**src/rtl/eewp_pkg.sv**
```systemverilog
package eewp_pkg;
  localparam int SR_W      = 8;
  localparam int LOCK_BIT  = 7;
  localparam int GUARD_HI  = 3;
  localparam int GUARD_LO  = 2;
  localparam int LATCH_BIT = 1;
  localparam int BUSY_BIT  = 0;
  localparam int GUARD_W   = GUARD_HI - GUARD_LO + 1;

  typedef logic [GUARD_W-1:0] guard_t;

  typedef enum logic [1:0] {
    GUARD_NONE    = 2'b00,
    GUARD_QUARTER = 2'b01,
    GUARD_HALF    = 2'b10,
    GUARD_ALL     = 2'b11
  } guard_e;
endpackage

```
**src/rtl/eewp_latch.sv**
```systemverilog
module eewp_latch (
  input  logic clk,
  input  logic rst_n,
  input  logic set_i,
  input  logic clr_i,
  output logic q_o
);
  always_ff @(posedge clk or negedge rst_n) begin
    if (!rst_n)      q_o <= 1'b0;
    else if (clr_i)  q_o <= 1'b0;
    else if (set_i)  q_o <= 1'b1;
  end

  // arm without a clearing strobe sets the latch on the next clock
  a_r2_arm_sets: assert property (@(posedge clk) disable iff (!rst_n)
    (set_i && !clr_i) |=> q_o);
  // a clearing strobe always leaves the latch low
  a_r11_clear_wins: assert property (@(posedge clk) disable iff (!rst_n)
    clr_i |=> !q_o);
endmodule

```
**src/rtl/eewp_fields.sv**
```systemverilog
module eewp_fields
  import eewp_pkg::*;
(
  input  logic   clk,
  input  logic   rst_n,
  input  logic   load_i,
  input  logic   lock_d_i,
  input  guard_t guard_d_i,
  output logic   lock_o,
  output guard_t guard_o
);
  always_ff @(posedge clk or negedge rst_n) begin
    if (!rst_n) begin
      lock_o  <= 1'b0;
      guard_o <= '0;
    end else if (load_i) begin
      lock_o  <= lock_d_i;
      guard_o <= guard_d_i;
    end
  end

  // the fields move only when a load was granted
  a_r5_fields_hold: assert property (@(posedge clk) disable iff (!rst_n)
    !load_i |=> ($stable(lock_o) && $stable(guard_o)));
endmodule

```
**src/rtl/eewp_region.sv**
```systemverilog
module eewp_region
  import eewp_pkg::*;
(
  input  guard_t     guard_i,
  input  logic [1:0] addr_top_i,
  output logic       hit_o
);
  always_comb begin
    unique case (guard_e'(guard_i))
      GUARD_NONE:    hit_o = 1'b0;
      GUARD_QUARTER: hit_o = &addr_top_i;
      GUARD_HALF:    hit_o = addr_top_i[1];
      GUARD_ALL:     hit_o = 1'b1;
      default:       hit_o = 1'b1;
    endcase
  end
endmodule

```
**src/rtl/eeprom_wp_ctrl.sv**
```systemverilog
module eeprom_wp_ctrl
  import eewp_pkg::*;
#(
  parameter int ADDR_W = 16
) (
  input  logic              clk,
  input  logic              rst_n,
  input  logic              arm_i,
  input  logic              disarm_i,
  input  logic              sr_wr_i,
  input  logic [SR_W-1:0]   sr_data_i,
  input  logic              mem_wr_i,
  input  logic [ADDR_W-1:0] mem_addr_i,
  input  logic              wp_n_i,
  input  logic              busy_i,
  output logic              sr_accept_o,
  output logic              sr_reject_o,
  output logic              mem_accept_o,
  output logic              mem_reject_o,
  output logic [SR_W-1:0]   status_o,
  output logic              hw_lock_o
);
  localparam int TOP = ADDR_W - 1;

  logic   latch_q, lock_q, guard_hit;
  guard_t guard_q;
  logic   sr_grant, mem_grant, latch_clr;
  logic   unused_bits;

  assign unused_bits = ^{sr_data_i[6:4], sr_data_i[1:0], mem_addr_i[TOP-2:0]};

  assign hw_lock_o = lock_q & ~wp_n_i;
  assign sr_grant  = sr_wr_i & latch_q & ~hw_lock_o;
  assign mem_grant = mem_wr_i & latch_q & ~guard_hit;
  assign latch_clr = disarm_i | sr_wr_i | mem_wr_i;

  eewp_latch u_latch (
    .clk   (clk),
    .rst_n (rst_n),
    .set_i (arm_i),
    .clr_i (latch_clr),
    .q_o   (latch_q)
  );

  eewp_fields u_fields (
    .clk       (clk),
    .rst_n     (rst_n),
    .load_i    (sr_grant),
    .lock_d_i  (sr_data_i[LOCK_BIT]),
    .guard_d_i (sr_data_i[GUARD_HI:GUARD_LO]),
    .lock_o    (lock_q),
    .guard_o   (guard_q)
  );

  eewp_region u_region (
    .guard_i    (guard_q),
    .addr_top_i (mem_addr_i[TOP:TOP-1]),
    .hit_o      (guard_hit)
  );

  always_ff @(posedge clk or negedge rst_n) begin
    if (!rst_n) begin
      sr_accept_o  <= 1'b0;
      sr_reject_o  <= 1'b0;
      mem_accept_o <= 1'b0;
      mem_reject_o <= 1'b0;
    end else begin
      sr_accept_o  <= sr_grant;
      sr_reject_o  <= sr_wr_i & ~sr_grant;
      mem_accept_o <= mem_grant;
      mem_reject_o <= mem_wr_i & ~mem_grant;
    end
  end

  always_comb begin
    status_o            = '0;
    status_o[LOCK_BIT]  = lock_q;
    status_o[GUARD_HI:GUARD_LO] = guard_q;
    status_o[LATCH_BIT] = latch_q;
    status_o[BUSY_BIT]  = busy_i;
  end

  // a flag appears only on the clock after its strobe
  a_r12_sr_flag_origin: assert property (@(posedge clk) disable iff (!rst_n)
    (sr_accept_o || sr_reject_o) |-> $past(sr_wr_i));
  a_r12_mem_flag_origin: assert property (@(posedge clk) disable iff (!rst_n)
    (mem_accept_o || mem_reject_o) |-> $past(mem_wr_i));
  a_r12_one_flag: assert property (@(posedge clk) disable iff (!rst_n)
    $onehot0({sr_accept_o, sr_reject_o}) && $onehot0({mem_accept_o, mem_reject_o}));
  // no latch, no status write
  a_r3_no_latch_reject: assert property (@(posedge clk) disable iff (!rst_n)
    (sr_wr_i && !status_o[LATCH_BIT]) |=> sr_reject_o);
  // lock bit plus low pin rejects status writes
  a_r5_hw_lock_reject: assert property (@(posedge clk) disable iff (!rst_n)
    (sr_wr_i && status_o[LOCK_BIT] && !wp_n_i) |=> sr_reject_o);
  // whole-array guard rejects every memory write
  a_r8_all_guarded: assert property (@(posedge clk) disable iff (!rst_n)
    (mem_wr_i && status_o[GUARD_HI:GUARD_LO] == 2'b11) |=> mem_reject_o);
  // no latch, no memory write
  a_r10_mem_no_latch: assert property (@(posedge clk) disable iff (!rst_n)
    (mem_wr_i && !status_o[LATCH_BIT]) |=> mem_reject_o);
  // unused status bits stay zero
  a_r13_zero_bits: assert property (@(posedge clk) disable iff (!rst_n)
    status_o[6:4] == 3'b000);
endmodule

```
**config.mk**
```make
export PLATFORM = sky130hd
export DESIGN_NAME = eeprom_wp_ctrl
export DESIGN_NICKNAME = d
export VERILOG_FILES = /design/src/rtl/eewp_pkg.sv /design/src/rtl/eewp_latch.sv /design/src/rtl/eewp_fields.sv /design/src/rtl/eewp_region.sv /design/src/rtl/eeprom_wp_ctrl.sv
export SDC_FILE = /design/constraint.sdc
export NUM_CORES = 1
export LEC_CHECK = 0
export BUFFER_PORTS_ARGS = -buffer_cell sky130_fd_sc_hd__clkbuf_2
export CAP_MARGIN = 40
export CORE_AREA = 2 2 39 41
export DETAILED_ROUTE_END_ITERATION = 8
export DIE_AREA = 0 0 41 43
export PLACE_DENSITY = 0.78
export SLEW_MARGIN = 25
export SYNTH_ARGS = -nofsm -noshare
export SYNTH_HDL_FRONTEND = slang
export SYNTH_SLANG_ARGS = --single-unit
```
**constraint.sdc**
```tcl
create_clock -name clk -period 1.2 [get_ports clk]
set_input_delay 0.36 -clock clk [delete_from_list [all_inputs] [get_ports clk]]
set_output_delay 0.36 -clock clk [all_outputs]
set_load 0.05 [all_outputs]
```
==> flow_summary.ini <==
[sta]
rsz0062_at_grt = true
setup_viol = 2
hold_viol_final = 0
setup_ws_ps = -78.6
fmax_mhz = 782
finClkSkew_ps = 2.80
maxSlewViolCount = 0
period_needed_ps = 1280
fin_hold_ws_ps = 273
fin_crit_sh = 1.07

[synth]
ys_seq_area_frac = 0.525
synth_cell_type_count = 17
synth.cell_area_sq_um = 382
ys.flop_type = dfrtp_1
synth_area_leaders = dfrtp_1 (52%), buf_4 (12%), mux2_4 (7.9%), nor2b_4 (3.6%), nor2_4 (3.0%)
ys_warn_count = 0
netlist.area_leader.share = 0.525
ys_ff_latch = 8
avgSynthCellArea_sq_um = 11.9
netlist_instances = 32
synth.top_cells.by_count = dfrtp_1 (8), buf_4 (6), inv_1 (2), mux2_4 (2), nand2_1 (2)
synth_enable_flop_cells = 0
synth_most_common_cell = dfrtp_1
async_flop_share = 1.00
synth_top_area_cell = dfrtp_1

[cells_and_area]
utilization = 0.449
fin_nets = 94
final_area_sq_um = 622
num_antenna_cells = 0
stdcell_count = 76
drive_gt1_frac = 0.617
syn2layout_area_growth_pct = 63.0

[clock_tree]
cts_root_buffer = clkbuf_4
cts_inserted_buffers = 3
insertion_delay_ps = 240
clkSlewWorstSetupHoldPaths_ps = 50
cts_tree = built
clock-sinks = 8
htreeDepth = 1
clock_path_buffers = 2

[grt]
grt_usage = 0.109
grt_antenna_before_repair = 0
grt_pass1_vias = 347
grt-ovfl-total = 0
grt_max_degree = 9
grt_pass1_wl_mm = 1.29

[run_status]
violations = negative setup slack
status = finished, violations left

[place]
placedCellCount = 68
io_buffers = 20
place.gp.congestion = 0.697
place.detailed.hpwl_um = 621
place_area_sq_um = 494

[route]
drt_pass1_iterations = 1
ant_nets = 0
vias_per_cell = 4.11
detail_route.iter0.violations = 0
wl_per_cell_um = 10.2
vias = 312
drc_errors = 0
drt_wl_total_um = 775

[critical_path]
r2r_start = u_fields.lock_o
critPathKind = flop to output port
critPathCaptureType = output port
worstPathMaxFanout = 2
cp.required_ps = 840
r2r-end = u_fields.guard_o[1]
startpoint_type = flop
r2r_cells = 4
crit_arrival_ps = 920
r2r_slack_ps = 10

[floorplan]
die-height_um = 43
die_w_um = 41
row_count = 14
fp.dieArea_sq_um = 1760
ios = 45
core_sq_um = 1380
initial_core_util = 0.276

[flow_run]
cap_violations = 0

[pwr]
total_power_w = 0.000936
p_leak_nw = 0.328
ir_worst_vdd_mv = 0.587
pwr_density_cell_nw_per_um2 = 1510

[hold_path]
hp-class = input pin to flop
min_to = u_latch.q_o
hold_path_depth = 2
hold_path_startpoint = disarm_i
[logic make-up (layout without fill, tap and decap cells)]
logic type / after synthesis / after routing / share of synthesized area
buffers and inverters: 8 / 34 / 0.138
and+or+nand+nor: 9 / 9 / 0.167
other: 1 / 3 / 0.00983
AOI/OAI and AO/OA: 4 / 4 / 0.0820
muxes: 2 / 2 / 0.0787
DFF: 8 / 8 / 0.525
[stage by stage]
stage               setup TNS (ps)  setup slack [ps]
global route                  -244              -110
global placement             -12.0             -12.0
finish                        -142             -78.6
detailed placement           -35.9             -20.9
floorplan                    -3.59             -1.79
CTS                           -195              -101
[flip-flops by register name, indices dropped and copies added (netlist names)]
signal and count:
u_fields.lock_o 1, sr_accept_o 1, u_latch.q_o 1, sr_reject_o 1, u_fields.guard_o 2, mem_accept_o 1, mem_reject_o 1
[cells in the final DEF (no fill, tap or decap), types with 2 or more instances in the layout]
master and instances:
dfrtp_1 8, clkbuf_2 11, clkbuf_8 2, conb_1 3, mux2_4 2, inv_1 2, buf_4 8, clkbuf_4 6
nand2_1 2, buf_8 2
[power by group]
part,switching (W),internal [W]
sequential,0.0000156,0.000301
clock,0.0000814,0.000114
combinational,0.000228,0.000196
[layout make-up]
class | count | area [sq um]
clock buffers | 3 | 22.5
fillers | 129 | 762
inverters | 2 | 7.51
multi-input cells | 18 | 136
flip-flops and latches | 8 | 200
well taps | 16 | 20.0
repair buffers | 29 | 235
[worst max-delay path: stages (launching register included)]
cell and delay (ps):
dfrtp_1 370, buf_4 140, clkbuf_16 160
[layer usage]
metal | wire, um | vias to the layer above | GRT usage
li1 | - | 156 | -
met1 | 272 | 140 | 0.112
met2 | 431 | 16 | 0.184
met3 | 71 | 0 | 0.0314
met4 | 0 | 0 | 0.0600
met5 | 0 | - | 0
[worst max-delay path by stage]
stage	start	to	cells past startpoint
6_report	u_fields.lock_o	status_o[7]	2
5_1_grt	u_fields.lock_o	status_o[7]	2
4_1_cts	u_fields.lock_o	hw_lock_o	2
3_5_place_dp	wp_n_i	hw_lock_o	3
3_3_place_gp	wp_n_i	hw_lock_o	3
2_1_floorplan	u_fields.lock_o	u_fields.guard_o[0]	3
[what timing repair did]
action / in CTS / in global routing
buffers inserted: 3 / 1
hold buffers: 1 / 0
resized for setup: 14 / 3
endpoints found under the hold margin: 8 / 0
setup endpoints to repair: 8 / 6
Power figures use the tool's default switching activity.
